$ cat src/rtl/edo_pkg.sv
package edo_pkg;
  typedef enum logic [1:0] {
    REF_NONE   = 2'd0,
    REF_CBR    = 2'd1,
    REF_ROW    = 2'd2,
    REF_HIDDEN = 2'd3
  } ref_kind_e;

  // strobes from control to datapath
  typedef struct packed {
    logic rowAct;   // open a row from the address pins
    logic refInt;   // refresh from the internal counter
    logic hidden;   // refInt while read data is held
    logic rdEn;     // column read
    logic wrEn;     // column write
    logic clrHold;  // release held read data
  } ctrl_t;
endpackage

$ cat src/rtl/edo_ctrl.sv
module edo_ctrl
  import edo_pkg::*;
#(
  parameter int AW = 11,
  parameter int REF_BITS = 11
) (
  input  logic          clk,
  input  logic          rstN,
  input  logic          rasN,
  input  logic          casN,
  input  logic          weN,
  input  logic          oeN,
  input  logic [AW-1:0] addr,
  input  logic          holdActive,
  output ctrl_t         ctl,
  output logic [AW-1:0] sAddr,
  output logic          sOe,
  output logic          refPulse,
  output logic [1:0]    refKind,
  output logic [AW-1:0] refRow
);
  logic sRas, sCas, sWe, pRas, pCas;
  logic rowOpen;
  logic [REF_BITS-1:0] refCnt;
  logic rasFall, rasRise, casFall, access;

  always_ff @(posedge clk) begin
    if (!rstN) begin
      sRas <= 1'b1; sCas <= 1'b1; sWe <= 1'b1; sOe <= 1'b1;
      pRas <= 1'b1; pCas <= 1'b1; sAddr <= '0;
    end else begin
      sRas <= rasN; sCas <= casN; sWe <= weN; sOe <= oeN;
      pRas <= sRas; pCas <= sCas; sAddr <= addr;
    end
  end

  always_comb begin
    rasFall = pRas & ~sRas;
    rasRise = ~pRas & sRas;
    casFall = pCas & ~sCas;
    access  = casFall & ~sRas & rowOpen;
    ctl.rowAct  = rasFall & sCas;
    ctl.refInt  = rasFall & ~sCas;
    ctl.hidden  = rasFall & ~sCas & holdActive;
    ctl.rdEn    = access & sWe;
    ctl.wrEn    = access & ~sWe;
    ctl.clrHold = (sRas & sCas) | (casFall & sRas);
  end

  always_ff @(posedge clk) begin
    if (!rstN) begin
      rowOpen  <= 1'b0;
      refCnt   <= '0;
      refPulse <= 1'b0;
      refKind  <= REF_NONE;
      refRow   <= '0;
    end else begin
      if (ctl.rowAct) rowOpen <= 1'b1;
      else if (rasRise) rowOpen <= 1'b0;
      refPulse <= ctl.rowAct | ctl.refInt;
      if (ctl.rowAct) begin
        refKind <= REF_ROW;
        refRow  <= sAddr;
      end else if (ctl.refInt) begin
        refKind <= ctl.hidden ? REF_HIDDEN : REF_CBR;
        refRow  <= AW'(refCnt);
        refCnt  <= refCnt + 1'b1;
      end
    end
  end
endmodule

$ cat src/rtl/edo_datapath.sv
module edo_datapath
  import edo_pkg::*;
#(
  parameter int AW = 11,
  parameter int DW = 4,
  parameter int ROW_BITS = 3,
  parameter int COL_BITS = 3
) (
  input  logic          clk,
  input  logic          rstN,
  input  ctrl_t         ctl,
  input  logic [AW-1:0] sAddr,
  input  logic          sOe,
  input  logic [DW-1:0] dqIn,
  output logic [DW-1:0] dqOut,
  output logic          dqOe,
  output logic          holdActive
);
  localparam int IDX_BITS = ROW_BITS + COL_BITS;
  localparam int DEPTH = 1 << IDX_BITS;

  logic [DW-1:0] memArr [DEPTH];
  logic [ROW_BITS-1:0] rowReg;
  logic [DW-1:0] sDin;
  logic [IDX_BITS-1:0] idx;

  assign idx = {rowReg, sAddr[COL_BITS-1:0]};

  always_ff @(posedge clk) begin
    if (!rstN) begin
      rowReg <= '0;
      sDin <= '0;
    end else begin
      sDin <= dqIn;
      if (ctl.rowAct) rowReg <= sAddr[ROW_BITS-1:0];
    end
  end

  always_ff @(posedge clk) begin
    if (ctl.wrEn) memArr[idx] <= sDin;
  end

  always_ff @(posedge clk) begin
    if (!rstN) begin
      dqOut <= '0;
      holdActive <= 1'b0;
    end else if (ctl.rdEn) begin
      dqOut <= memArr[idx];
      holdActive <= 1'b1;
    end else if (ctl.wrEn || ctl.clrHold) begin
      holdActive <= 1'b0;
    end
  end

  assign dqOe = holdActive & ~sOe;
endmodule

$ cat src/rtl/edo_dram_emu.sv
module edo_dram_emu
  import edo_pkg::*;
#(
  parameter int AW = 11,
  parameter int DW = 4,
  parameter int ROW_BITS = 3,
  parameter int COL_BITS = 3,
  parameter int REF_BITS = 11
) (
  input  logic          clk,
  input  logic          rstN,
  input  logic          rasN,
  input  logic          casN,
  input  logic          weN,
  input  logic          oeN,
  input  logic [AW-1:0] addr,
  input  logic [DW-1:0] dqIn,
  output logic [DW-1:0] dqOut,
  output logic          dqOe,
  output logic          refPulse,
  output logic [1:0]    refKind,
  output logic [AW-1:0] refRow
);
  ctrl_t ctl;
  logic [AW-1:0] sAddr;
  logic sOe;
  logic holdActive;

  edo_ctrl #(.AW(AW), .REF_BITS(REF_BITS)) i_ctrl (
    .clk(clk), .rstN(rstN), .rasN(rasN), .casN(casN), .weN(weN), .oeN(oeN),
    .addr(addr), .holdActive(holdActive), .ctl(ctl), .sAddr(sAddr), .sOe(sOe),
    .refPulse(refPulse), .refKind(refKind), .refRow(refRow)
  );

  edo_datapath #(.AW(AW), .DW(DW), .ROW_BITS(ROW_BITS), .COL_BITS(COL_BITS)) i_dp (
    .clk(clk), .rstN(rstN), .ctl(ctl), .sAddr(sAddr), .sOe(sOe), .dqIn(dqIn),
    .dqOut(dqOut), .dqOe(dqOe), .holdActive(holdActive)
  );
endmodule

$ cat config.mk
export PLATFORM = sky130hd
export DESIGN_NAME = edo_dram_emu
export DESIGN_NICKNAME = d
export VERILOG_FILES = /design/src/rtl/edo_pkg.sv /design/src/rtl/edo_ctrl.sv /design/src/rtl/edo_datapath.sv /design/src/rtl/edo_dram_emu.sv
export SDC_FILE = /design/constraint.sdc
export NUM_CORES = 1
export LEC_CHECK = 0
export BUFFER_PORTS_ARGS = -buffer_cell sky130_fd_sc_hd__buf_2
export CAP_MARGIN = 5
export CORE_MARGIN = 2
export CORE_UTILIZATION = 35
export CTS_CLUSTER_DIAMETER = 60
export CTS_CLUSTER_SIZE = 14
export DETAILED_ROUTE_END_ITERATION = 10
export PLACE_DENSITY = 0.52
export SYNTH_ARGS = -nofsm -noshare
export SYNTH_HDL_FRONTEND = slang
export SYNTH_HIERARCHICAL = 1
export SYNTH_SLANG_ARGS = --single-unit
$ cat constraint.sdc
create_clock -name clk -period 2 [get_ports clk]
set_input_delay 0.6 -clock clk [delete_from_list [all_inputs] [get_ports clk]]
set_output_delay 0.6 -clock clk [all_outputs]
set_load 0.05 [all_outputs]
==> key figures <==
Pwr
  – Clock share of power: 40.4%
  – Logic pwr share: ~6.7%
  – IR drop worst, VDD: 610 µV
  – Psw: 3.02 mW
  – Power share of the sequential group: 52.9%
  – Net Sw Frac: a little under a quarter
  – Design Power: 13.4 mW
  – P_leak: around 5.2 nW
  – Pwr Density: 868 mW/mm²
  – Pint: approximately 10 mW

Timing
  – Final setup fails: 2
  – Slew margin rel.: 51.9%
  – Worst-Margin Slew: 0.720 ns
  – Post-route setup slack: -0.0359 ns
  – Final Slew Violations: 0
  – Clock skew: 0.0131 ns
  – Total negative slack: -0.0705 ns
  – Achievable Freq: 491 MHz
  – Crit path time final: about 2.0 ns
  – RSZ-0062 raised after global routing: yes
  – Fin crit share: 102%
  – Final hold vios: 0

Finish
  – Area delta synth->final: 24.4%
  – Diodes inserted: 0
  – Fill count: 3167
  – Share of cells above drive strength 1: roughly a third
  – Nets: ~1000
  – Finished Cell Area: 0.0154 mm²
  – Final cell count without fillers: approximately 1400
  – Final core occ: 44.4%

Logic synthesis
  – Synth warn: 6
  – Mapped Cells: 821
  – Post-Syn Nets: 843
  – Synthesized area: 0.0124 mm²
  – Avg Inst Size Synth: 15.1 µm²

Place
  – DP Area: 0.0140 mm²
  – Cells after DPL: 1379
  – Final Wtd Congestion: 0.844
  – IO buf count: 39
  – DPL Wire Length: 22000 µm

Floorplanning
  – Die area: around 0.037 mm²
  – Area of the core: 0.0347 mm²
  – Die Width: 192 µm
  – DIE HEIGHT: a little under 200 µm
  – # rows: 68
  – Starting Density: 35.7%
  – Top Ports: 40

Critical path
  – Critical Path, Cell by Cell: buf_12 -> mux2_4 -> a221o_1 -> o2bb2ai_1 -> a222oi_1 -> buf_4 -> a31oi_1
  – Worst EP required: 2.44 ns
  – CP arrival: ~2.5 ns
  – Largest stage delay, worst path: 0.46 ns
  – Startpoint types: flip-flop
  – WS Path Type: flip-flop to flip-flop
  – Setup slack, reg-to-reg: -0.04 ns
  – FF-to-FF path depth: 7
  – Slowest cell on the critical path: dfxtp_4
  – Reg2reg end: i_dp/dqOut[1]$_SDFFE_PN0P_
  – CP bufs+invs: 2
  – Critical-path maximum fanout: 6
  – Worst reg2reg startpoint: i_ctrl/sAddr[1]$_SDFF_PN0_
  – CP top delay family: compound AO/OA/AOI/OAI gates
  – CP Capture Type: flip-flop

CTS
  – Worst skew pair latency: 0.56 ns
  – CTS Buffer Depth: 3
  – H-tree depth: 1
  – Num CTS Buffers: 30
  – CTS root buf: clkbuf_16
  – Cts hold-fix bufs: 0
  – Clk sinks: about 310
  – CTS tree: done
  – Worst-path clk slew: 0.07 ns

Run status
  – Failing checks: negative setup slack
  – Status: finished, violations left

Drt
  – Final ANT Viol Nets: 0
  – TritonRoute pass-1 iters: 5
  – DR vias/cell: 5.30
  – Vias: 7651
  – DRT iter0 DRCs: 609
  – Routed wire length: ~33000 µm
  – # DRC: 0
  – Drt wl/cell: 23.0 µm

Min path
  – HP Class: input pin to flip-flop
  – Hold_sp: rasN
  – Worst hold path depth: 2
  – Hold path endpoint: i_ctrl/sRas$_SDFF_PN1_

Global routing
  – Antenna violations before repair: 0
  – Total track usage: 18.0%
  – Grt ovf: 0
  – Largest net degree at the start of global routing: 65
  – Vias in the first global route: 7525
  – First-pass GRT wire length: 48800 µm

Flow run
  – Total of max-cap violations: 0
final cells by class:
type / count / area (µm²) / share of cell area (%)
clock buffers: 40 / 841 / 5.45
clock inverters: 12 / 85.1 / 0.552
inverters: 14 / 52.6 / 0.341
multi-input cells: 442 / 3670 / 23.8
flip-flops and latches: 311 / 8810 / 57.1
well taps: 455 / 569 / 3.69
repair buffers: 169 / 1390 / 9.01
flip-flops by register name (all words and copies together), names as in the netlist:
register	flops
i_ctrl/sWe	1
i_ctrl/refKind	2
i_ctrl/refPulse	1
i_ctrl/sCas	1
i_ctrl/refCnt	11
i_ctrl/rowOpen	1
i_dp/memArr	256
i_dp/holdActive	1
i_dp/sDin	4
i_dp/dqOut	4
i_ctrl/pCas	1
i_ctrl/pRas	1
i_ctrl/sRas	1
i_dp/rowReg	3
i_ctrl/refRow	11
i_ctrl/sOe	1
i_ctrl/sAddr	11
cell usage in the layout, fill, tap and decap left out, types with 8 or more instances in the layout:
cell type	n
buf_2	39
buf_12	15
a22oi_1	20
edfxtp_1	256
nand2b_1	11
mux2i_1	49
nor2_1	40
nor2_4	25
mux4_2	15
nor2b_1	13
and2_1	17
nand3_1	13
a221oi_1	16
a211oi_1	12
nand2_1	23
a21oi_1	18
clkbuf_16	32
nor2_2	24
a221oi_2	8
buf_4	108
o21ai_0	11
dfxtp_1	46
inv_1	12
mux2_2	22
per-layer routing:
layer	GRT usage [%]	up-vias	share of wire, %
li1	-	3482	-
met1	25.8	3880	46
met2	28.8	245	46
met3	2.83	44	5.4
met4	4.17	0	2.0
met5	0	-	0
power groups by stage:
stage | registers (mW) | clock network [mW] | logic [mW]
4_1_cts | 7.08 | 5.52 | 0.871
6_report | 7.08 | 5.41 | 0.900
5_1_grt | 7.08 | 5.77 | 0.957
2_1_floorplan | 7.30 | 0 | 0.394
3_5_place_dp | 7.23 | 0 | 0.819
3_3_place_gp | 7.22 | 0 | 0.817
worst max path at each step:
stage                                           from                           end  cells after the start
after detailed placement  i_ctrl/sAddr[0]$_SDFF_PN0_    i_dp/dqOut[0]$_SDFFE_PN0P_                      5
after global routing      i_ctrl/sAddr[0]$_SDFF_PN0_    i_dp/dqOut[0]$_SDFFE_PN0P_                      6
after global placement    i_ctrl/sAddr[0]$_SDFF_PN0_    i_dp/dqOut[0]$_SDFFE_PN0P_                      5
final                     i_ctrl/sAddr[1]$_SDFF_PN0_    i_dp/dqOut[1]$_SDFFE_PN0P_                      7
after floorplan               i_ctrl/sCas$_SDFF_PN1_  i_dp/memArr[56][0]$_DFFE_PP_                      8
after CTS                 i_ctrl/sAddr[1]$_SDFF_PN0_    i_dp/dqOut[1]$_SDFFE_PN0P_                      7
what timing repair did:
action / 4_1_cts / 5_1_grt
setup endpoints to repair: 228 / 159
gates resized for setup: 34 / 56
endpoints found under the hold margin: 0 / 0
buffers inserted: 10 / 4
pin swaps: 6 / 10
per-stage QoR:
stage               hold WS (ns)  setup slack, ns
finish                     0.224          -0.0359
global route               0.207          -0.0923
CTS                        0.203          -0.0506
detailed placement         0.472           -0.262
global placement           0.465           -0.223
floorplan                  0.433           0.0344
(Power assumes the default switching activity.)
